$ cat config.mk
export PLATFORM = sky130hd
export DESIGN_NAME = tmr_freerun
export DESIGN_NICKNAME = d
export VERILOG_FILES = /design/src/rtl/tmr_pkg.sv /design/src/rtl/tmr_prescale.sv /design/src/rtl/tmr_count.sv /design/src/rtl/tmr_regs.sv /design/src/rtl/tmr_freerun.sv
export SDC_FILE = /design/constraint.sdc
export NUM_CORES = 1
export LEC_CHECK = 0
export BUFFER_PORTS_ARGS = -buffer_cell sky130_fd_sc_hd__clkbuf_2
export CAP_MARGIN = 10
export CELL_PAD_IN_SITES_DETAIL_PLACEMENT = 0
export CELL_PAD_IN_SITES_GLOBAL_PLACEMENT = 1
export CORE_ASPECT_RATIO = 0.5
export CORE_MARGIN = 4
export CORE_UTILIZATION = 37
export CTS_BUF_LIST = sky130_fd_sc_hd__clkbuf_8
export DETAILED_ROUTE_END_ITERATION = 10
export PLACE_DENSITY = 0.86
export SYNTH_ARGS = -nofsm -noshare
export SYNTH_HDL_FRONTEND = slang
export SYNTH_SLANG_ARGS = --single-unit
$ cat constraint.sdc
create_clock -name clk -period 1.3 [get_ports clk]
set_input_delay 0.13 -clock clk [delete_from_list [all_inputs] [get_ports clk]]
set_output_delay 0.13 -clock clk [all_outputs]
set_load 0.02 [all_outputs]
$ cat src/rtl/tmr_pkg.sv
package tmr_pkg;
  localparam int unsigned REG_W   = 8;
  localparam int unsigned PS_W    = 2;
  localparam int unsigned DIV_W   = 4;
  localparam int unsigned EN_BIT  = 7;
  localparam int unsigned OVF_BIT = 7;

  typedef enum logic {
    ADDR_CTRL = 1'b0,
    ADDR_STAT = 1'b1
  } reg_addr_e;

  function automatic int unsigned ps_divisor(input logic [PS_W-1:0] sel);
    case (sel)
      2'b00:   ps_divisor = 1;
      2'b01:   ps_divisor = 4;
      2'b10:   ps_divisor = 8;
      default: ps_divisor = 16;
    endcase
  endfunction
endpackage

$ cat src/rtl/tmr_prescale.sv
module tmr_prescale
  import tmr_pkg::*;
(
  input  logic            clk,
  input  logic            rst_n,
  input  logic [PS_W-1:0] ps_sel,
  output logic            tick_o
);
  logic [DIV_W-1:0] div_q, div_d;
  logic [DIV_W-1:0] keep;

  always_comb begin
    div_d  = div_q + 1'b1;
    keep   = DIV_W'(ps_divisor(ps_sel) - 1);
    tick_o = ((div_q & keep) == keep);
  end

  always_ff @(posedge clk or negedge rst_n) begin
    if (!rst_n) div_q <= '0;
    else        div_q <= div_d;
  end

  AST_DIV_ONE_ALWAYS: assert property (@(posedge clk) disable iff (!rst_n)
    (ps_sel == 2'b00) |-> tick_o);
  AST_TICK_AFTER_TICK_DIV: assert property (@(posedge clk) disable iff (!rst_n)
    (tick_o && ps_sel != 2'b00 && $stable(ps_sel)) |=> !tick_o);
endmodule

$ cat src/rtl/tmr_count.sv
module tmr_count #(
  parameter int unsigned CNT_W = 16
) (
  input  logic             clk,
  input  logic             rst_n,
  input  logic             tick,
  output logic [CNT_W-1:0] cnt_o,
  output logic             wrap_o
);
  logic [CNT_W-1:0] cnt_q, cnt_d;

  always_comb begin
    cnt_d  = tick ? cnt_q + 1'b1 : cnt_q;
    wrap_o = tick && (cnt_q == {CNT_W{1'b1}});
  end

  always_ff @(posedge clk or negedge rst_n) begin
    if (!rst_n) cnt_q <= '0;
    else        cnt_q <= cnt_d;
  end

  assign cnt_o = cnt_q;

  AST_HOLD_NO_TICK: assert property (@(posedge clk) disable iff (!rst_n)
    !tick |=> $stable(cnt_q));
  AST_STEP_ON_TICK: assert property (@(posedge clk) disable iff (!rst_n)
    tick |=> (cnt_q == CNT_W'($past(cnt_q) + 1'b1)));
endmodule

$ cat src/rtl/tmr_regs.sv
module tmr_regs
  import tmr_pkg::*;
#(
  parameter int unsigned WIN = 64
) (
  input  logic            clk,
  input  logic            rst_n,
  input  logic            wr_en,
  input  reg_addr_e       wr_addr,
  input  logic [PS_W-1:0] wd_ps,
  input  logic            wd_en,
  input  logic            wd_clr,
  input  logic            wrap,
  output logic [PS_W-1:0] ps_o,
  output logic            en_o,
  output logic            flag_o
);
  localparam int unsigned WIN_W = $clog2(WIN + 1);

  logic [WIN_W-1:0] win_q, win_d;
  logic [PS_W-1:0]  ps_q, ps_d;
  logic             lock_q, lock_d;
  logic             en_q, en_d;
  logic             flag_q, flag_d;
  logic             in_win, ctrl_wr, ps_wr, clr_req;

  always_comb begin
    in_win  = (win_q < WIN_W'(WIN));
    win_d   = in_win ? win_q + 1'b1 : win_q;
    ctrl_wr = wr_en && (wr_addr == ADDR_CTRL);
    ps_wr   = ctrl_wr && in_win && !lock_q;
    clr_req = wr_en && (wr_addr == ADDR_STAT) && wd_clr;
    ps_d    = ps_wr ? wd_ps : ps_q;
    lock_d  = lock_q || ps_wr;
    en_d    = ctrl_wr ? wd_en : en_q;
    flag_d  = wrap || (flag_q && !clr_req);
  end

  always_ff @(posedge clk or negedge rst_n) begin
    if (!rst_n) begin
      win_q  <= '0;
      ps_q   <= '0;
      lock_q <= 1'b0;
      en_q   <= 1'b0;
      flag_q <= 1'b0;
    end else begin
      win_q  <= win_d;
      ps_q   <= ps_d;
      lock_q <= lock_d;
      en_q   <= en_d;
      flag_q <= flag_d;
    end
  end

  assign ps_o   = ps_q;
  assign en_o   = en_q;
  assign flag_o = flag_q;

  AST_PS_FROZEN_OUT_OF_WIN: assert property (@(posedge clk) disable iff (!rst_n)
    !in_win |=> $stable(ps_q));
  AST_PS_FROZEN_AFTER_LOCK: assert property (@(posedge clk) disable iff (!rst_n)
    lock_q |=> $stable(ps_q));
  AST_FLAG_ON_WRAP: assert property (@(posedge clk) disable iff (!rst_n)
    wrap |=> flag_q);
  AST_FLAG_STICKY: assert property (@(posedge clk) disable iff (!rst_n)
    (flag_q && !clr_req) |=> flag_q);
  AST_FLAG_CLEARS: assert property (@(posedge clk) disable iff (!rst_n)
    (clr_req && !wrap) |=> !flag_q);
endmodule

$ cat src/rtl/tmr_freerun.sv
module tmr_freerun
  import tmr_pkg::*;
#(
  parameter int unsigned CNT_W = 16,
  parameter int unsigned WIN   = 64
) (
  input  logic             clk,
  input  logic             rst_n,
  input  logic             wr_en,
  input  logic             wr_addr,
  input  logic [7:0]       wr_data,
  output logic [CNT_W-1:0] count_o,
  output logic [7:0]       ctrl_rd_o,
  output logic [7:0]       stat_rd_o,
  output logic             irq_o
);
  logic [PS_W-1:0] ps;
  logic            tick, wrap, en, flag;
  logic            unused_wd;

  assign unused_wd = ^wr_data;

  tmr_prescale i_prescale (
    .clk    (clk),
    .rst_n  (rst_n),
    .ps_sel (ps),
    .tick_o (tick)
  );

  tmr_count #(.CNT_W(CNT_W)) i_count (
    .clk    (clk),
    .rst_n  (rst_n),
    .tick   (tick),
    .cnt_o  (count_o),
    .wrap_o (wrap)
  );

  tmr_regs #(.WIN(WIN)) i_regs (
    .clk     (clk),
    .rst_n   (rst_n),
    .wr_en   (wr_en),
    .wr_addr (reg_addr_e'(wr_addr)),
    .wd_ps   (wr_data[PS_W-1:0]),
    .wd_en   (wr_data[EN_BIT]),
    .wd_clr  (wr_data[OVF_BIT]),
    .wrap    (wrap),
    .ps_o    (ps),
    .en_o    (en),
    .flag_o  (flag)
  );

  always_comb begin
    ctrl_rd_o             = '0;
    ctrl_rd_o[PS_W-1:0]   = ps;
    ctrl_rd_o[EN_BIT]     = en;
    stat_rd_o             = '0;
    stat_rd_o[OVF_BIT]    = flag;
    irq_o                 = flag && en;
  end

  AST_IRQ_NEEDS_FLAG: assert property (@(posedge clk) disable iff (!rst_n)
    irq_o |-> stat_rd_o[OVF_BIT]);
  AST_IRQ_HOLDS: assert property (@(posedge clk) disable iff (!rst_n)
    (irq_o && !wr_en) |=> irq_o);
endmodule

==> impl_metrics.py <==
metrics = {
    "outcome": {
        "run_status": "finished clean",
    },
    "global_routing": {
        "grt_start_max_net_pins": 33,
        "first_global_vias": 1106,
        "globalRoute.totalOverflow": 0,
        "number_of_antenna_violations_at_the_first_check_in_global_routing": 0,
        "track_usage_pct": 11.7,
        "wire_length_of_the_first_global_routing_pass_microns": 4830,
    },
    "yosys": {
        "yosys_register_bits": 32,
        "synth.yosys.warnings": 0,
        "synthCells": 129,
        "netlist_top_cells_area": "sky130_fd_sc_hd__dfrtp_1, sky130_fd_sc_hd__xnor2_1, sky130_fd_sc_hd__buf_4",
        "synth-seq-area-share_pct": 52.1,
        "proportion_of_register_bits_with_asynchronous_set_or_reset_after_synthesis_pct": 100,
        "synth.top_cell.area_share_pct": 52.1,
        "yosys.cell_types.count": 31,
        "post_synth.cell_area_avg_sq_um": 11.9,
        "synth_area_leader_cell": "sky130_fd_sc_hd__dfrtp_1",
        "ys.flop_type": "sky130_fd_sc_hd__dfrtp_1",
        "syn_area_sq_um": 1540,
        "synth_edf_count": 0,
    },
    "timing": {
        "drv_slew": 0,
        "fin_hold_ws_ns": 0.0821,
        "fin_skew_ns": 0.00849,
        "setup-violations-final": 0,
        "grt_setup_unrepaired": "true",
        "period_needed_ns": 1.29,
        "report.final.hold_viol_count": 0,
        "final_clock_period_utilization_by_the_worst_path_pct": 99.5,
        "fmax_ghz": 0.773,
    },
    "die": {
        "die_area_sq_um": 5310,
        "start_util_pct": 39.0,
        "dieWidth_microns": 99.1,
        "floorplan.core_area_sq_um": 3940,
        "floorplan.rows": 16,
        "io_pins": 45,
        "die-height_microns": 53.6,
    },
    "placed_design": {
        "routability_congestion_estimate_from_global_placement": 0.761,
        "numPlacedInstances": 224,
        "detailedPlacementHpwl_microns": 2050,
        "io_buffers": 27,
    },
    "detailed_routing": {
        "drc": 0,
        "ant_nets": 0,
        "routed_wire_length_per_instance_microns": 12.5,
        "num_vias": 1077,
        "firstDrtPassIters": 3,
        "totalWireLength_microns": 2940,
        "drt_iter0_markers": 35,
        "routed_via_density": 4.60,
    },
    "critical_path": {
        "critPathArrivalTime_ns": 1.47,
        "crit_path_cell_trace": "nor2b_4 -> o21ai_4 -> clkbuf_16 -> nand4_1 -> xnor2_1",
        "cpLargestDelayFamily": "flip-flops",
        "crit_required_ns": 1.47,
        "reg2reg_depth": 5,
        "worst_path_largest_cell_delay_ns": 0.43,
        "worst_path_class_setup": "reg2reg",
        "crit_buf_inv": 1,
        "crit_path_start_kind": "register",
        "cp_depth": 5,
        "slowest_cp_cell": "sky130_fd_sc_hd__dfrtp_2",
        "critPathMaxFanout": 7,
        "endpoint_kind": "register",
    },
    "job": {
        "max_cap_viol_count": 0,
    },
    "cells_and_area": {
        "diodes": 0,
        "final_common_cell": "sky130_fd_sc_hd__clkbuf_2",
        "fillers": 343,
        "fin_util_pct": 51.3,
        "stdcell_count": 234,
        "syn2layout_area_growth_pct": 31.7,
        "share_of_final_layout_standard_cells_stronger_than_drive_strength_1_pct": 46.7,
        "final_cell_mix": "sky130_fd_sc_hd__clkbuf_2, sky130_fd_sc_hd__dfrtp_1, sky130_fd_sc_hd__xnor2_1",
        "final_net_count": 194,
    },
    "clocking": {
        "clock_sink_count": 32,
        "cts_buffer_depth": 2,
        "tritoncts": "done",
        "clock_pin_transition_on_the_worst_setup_and_hold_timing_paths_ns": 0.07,
        "cts-buffers-inserted": 5,
        "clk_root_buf": "sky130_fd_sc_hd__clkbuf_8",
        "level_count_of_the_clock_h_tree": 2,
        "clk-insertion-delay-late_ns": 0.28,
    },
    "power_and_ir_drop": {
        "power.leakage_nw": 0.955,
        "powerDensity_nw_per_um2": 1430,
        "worst_ir_drop_vdd_mv": 0.430,
    },
    "worst_hold_path": {
        "worst_hold_path_stage_count": 2,
        "hold_path.class": "in2reg",
    },
}
[state kept, by name, summed over array words and instances (netlist names)]
register and cells:
i_regs.lock_q 1, i_prescale.div_q 4, i_regs.win_q 7, i_regs.ps_o 2, i_regs.flag_o 1, i_count.cnt_o 16, i_regs.en_o 1
[Yosys cell counts (2+ instances only)]
master	n
sky130_fd_sc_hd__nand2_1	3
sky130_fd_sc_hd__nand4_1	6
sky130_fd_sc_hd__mux2_2	5
sky130_fd_sc_hd__buf_2	2
sky130_fd_sc_hd__nand3_1	11
sky130_fd_sc_hd__buf_4	14
sky130_fd_sc_hd__xnor2_1	19
sky130_fd_sc_hd__nand4b_1	2
sky130_fd_sc_hd__dfrtp_1	32
sky130_fd_sc_hd__ha_1	3
sky130_fd_sc_hd__and3_1	3
sky130_fd_sc_hd__inv_1	4
sky130_fd_sc_hd__xor2_1	3
sky130_fd_sc_hd__and4_1	2
sky130_fd_sc_hd__nor2b_1	4
[through the flow]
stage	setup TNS, ns	worst slack (ns)	area, sq um	total power, mW
final	0	0.00598	2020	2.89
after CTS	0	0.00295	1970	2.86
after global placement	-0.123	-0.0299	1870	2.05
after floorplan	-0.247	-0.0799	1640	1.76
after global routing	-0.491	-0.0898	2020	3.06
after detailed placement	-0.312	-0.0754	1870	2.08
[path summary, 6_finish.rpt]
path	start	endpoint	slack [ns]
worst max register to register	i_regs.ps_o[0]$_DFFE_PN0P_	i_count.cnt_o[13]$_DFFE_PN0N_	0.006
worst max-delay path	i_regs.ps_o[0]$_DFFE_PN0P_	i_count.cnt_o[13]$_DFFE_PN0N_	0.006
worst min-delay path	wr_data[1]	i_regs.ps_o[1]$_DFFE_PN0P_	0.08
max in group asynchronous	rst_n	i_regs.ps_o[0]$_DFFE_PN0P_	0.59
worst min register to register	i_regs.win_q[5]$_DFFE_PN0N_	i_regs.win_q[5]$_DFFE_PN0N_	0.48
min in group asynchronous	rst_n	i_prescale.div_q[3]$_DFF_PN0_	0.40
[kinds of logic (layout without fill, tap and decap cells)]
logic type / Yosys count / after routing / synth area share (%)
adders and majority gates: 3 / 3 / 2.44
other: 1 / 12 / 0.244
and+or+nand+nor: 41 / 41 / 17.4
buffers and inverters: 20 / 60 / 8.47
DFF: 32 / 32 / 52.1
xor gates and xnor gates: 22 / 22 / 12.5
muxes: 5 / 5 / 3.66
AOI/OAI and AO/OA: 5 / 5 / 3.09
[cell type report]
type	count	area (sq um)	share of cell area (%)
Clock buffer	6	82.6	4.08
Sequential cell	32	811	40.1
Tap cell	54	67.6	3.34
Timing Repair Buffer	48	325	16.1
Multi-Input combinational cell	88	714	35.3
Inverter	4	15.0	0.742
Clock inverter	2	7.51	0.371
[layer usage]
| layer | up-vias | track usage (%) | share of wire (%) | routed length [microns] |
|---|---|---|---|---|
| met2 | 25 | 21.2 | 51 | 1500 |
| met5 | - | 0 | 0 | 0 |
| li1 | 511 | - | - | - |
| met1 | 536 | 13.3 | 42 | 1240 |
| met4 | 0 | 6.12 | 1.7 | 50 |
| met3 | 5 | 2.85 | 5.0 | 148 |
[where the power goes]
group	internal, mW	switching [mW]
registers	1.13	0.124
clock network	0.416	0.354
logic	0.398	0.465
total	1.94	0.943
[timing repair]
action / in CTS / in global routing
hold buffers: 1 / 0
pin swaps: 1 / 10
gates cloned: 0 / 1
endpoints found under the hold margin: 32 / 0
setup endpoints to repair: 8 / 9
buffers inserted: 0 / 0
gates resized for setup: 3 / 7
Power figures use the tool's default switching activity.
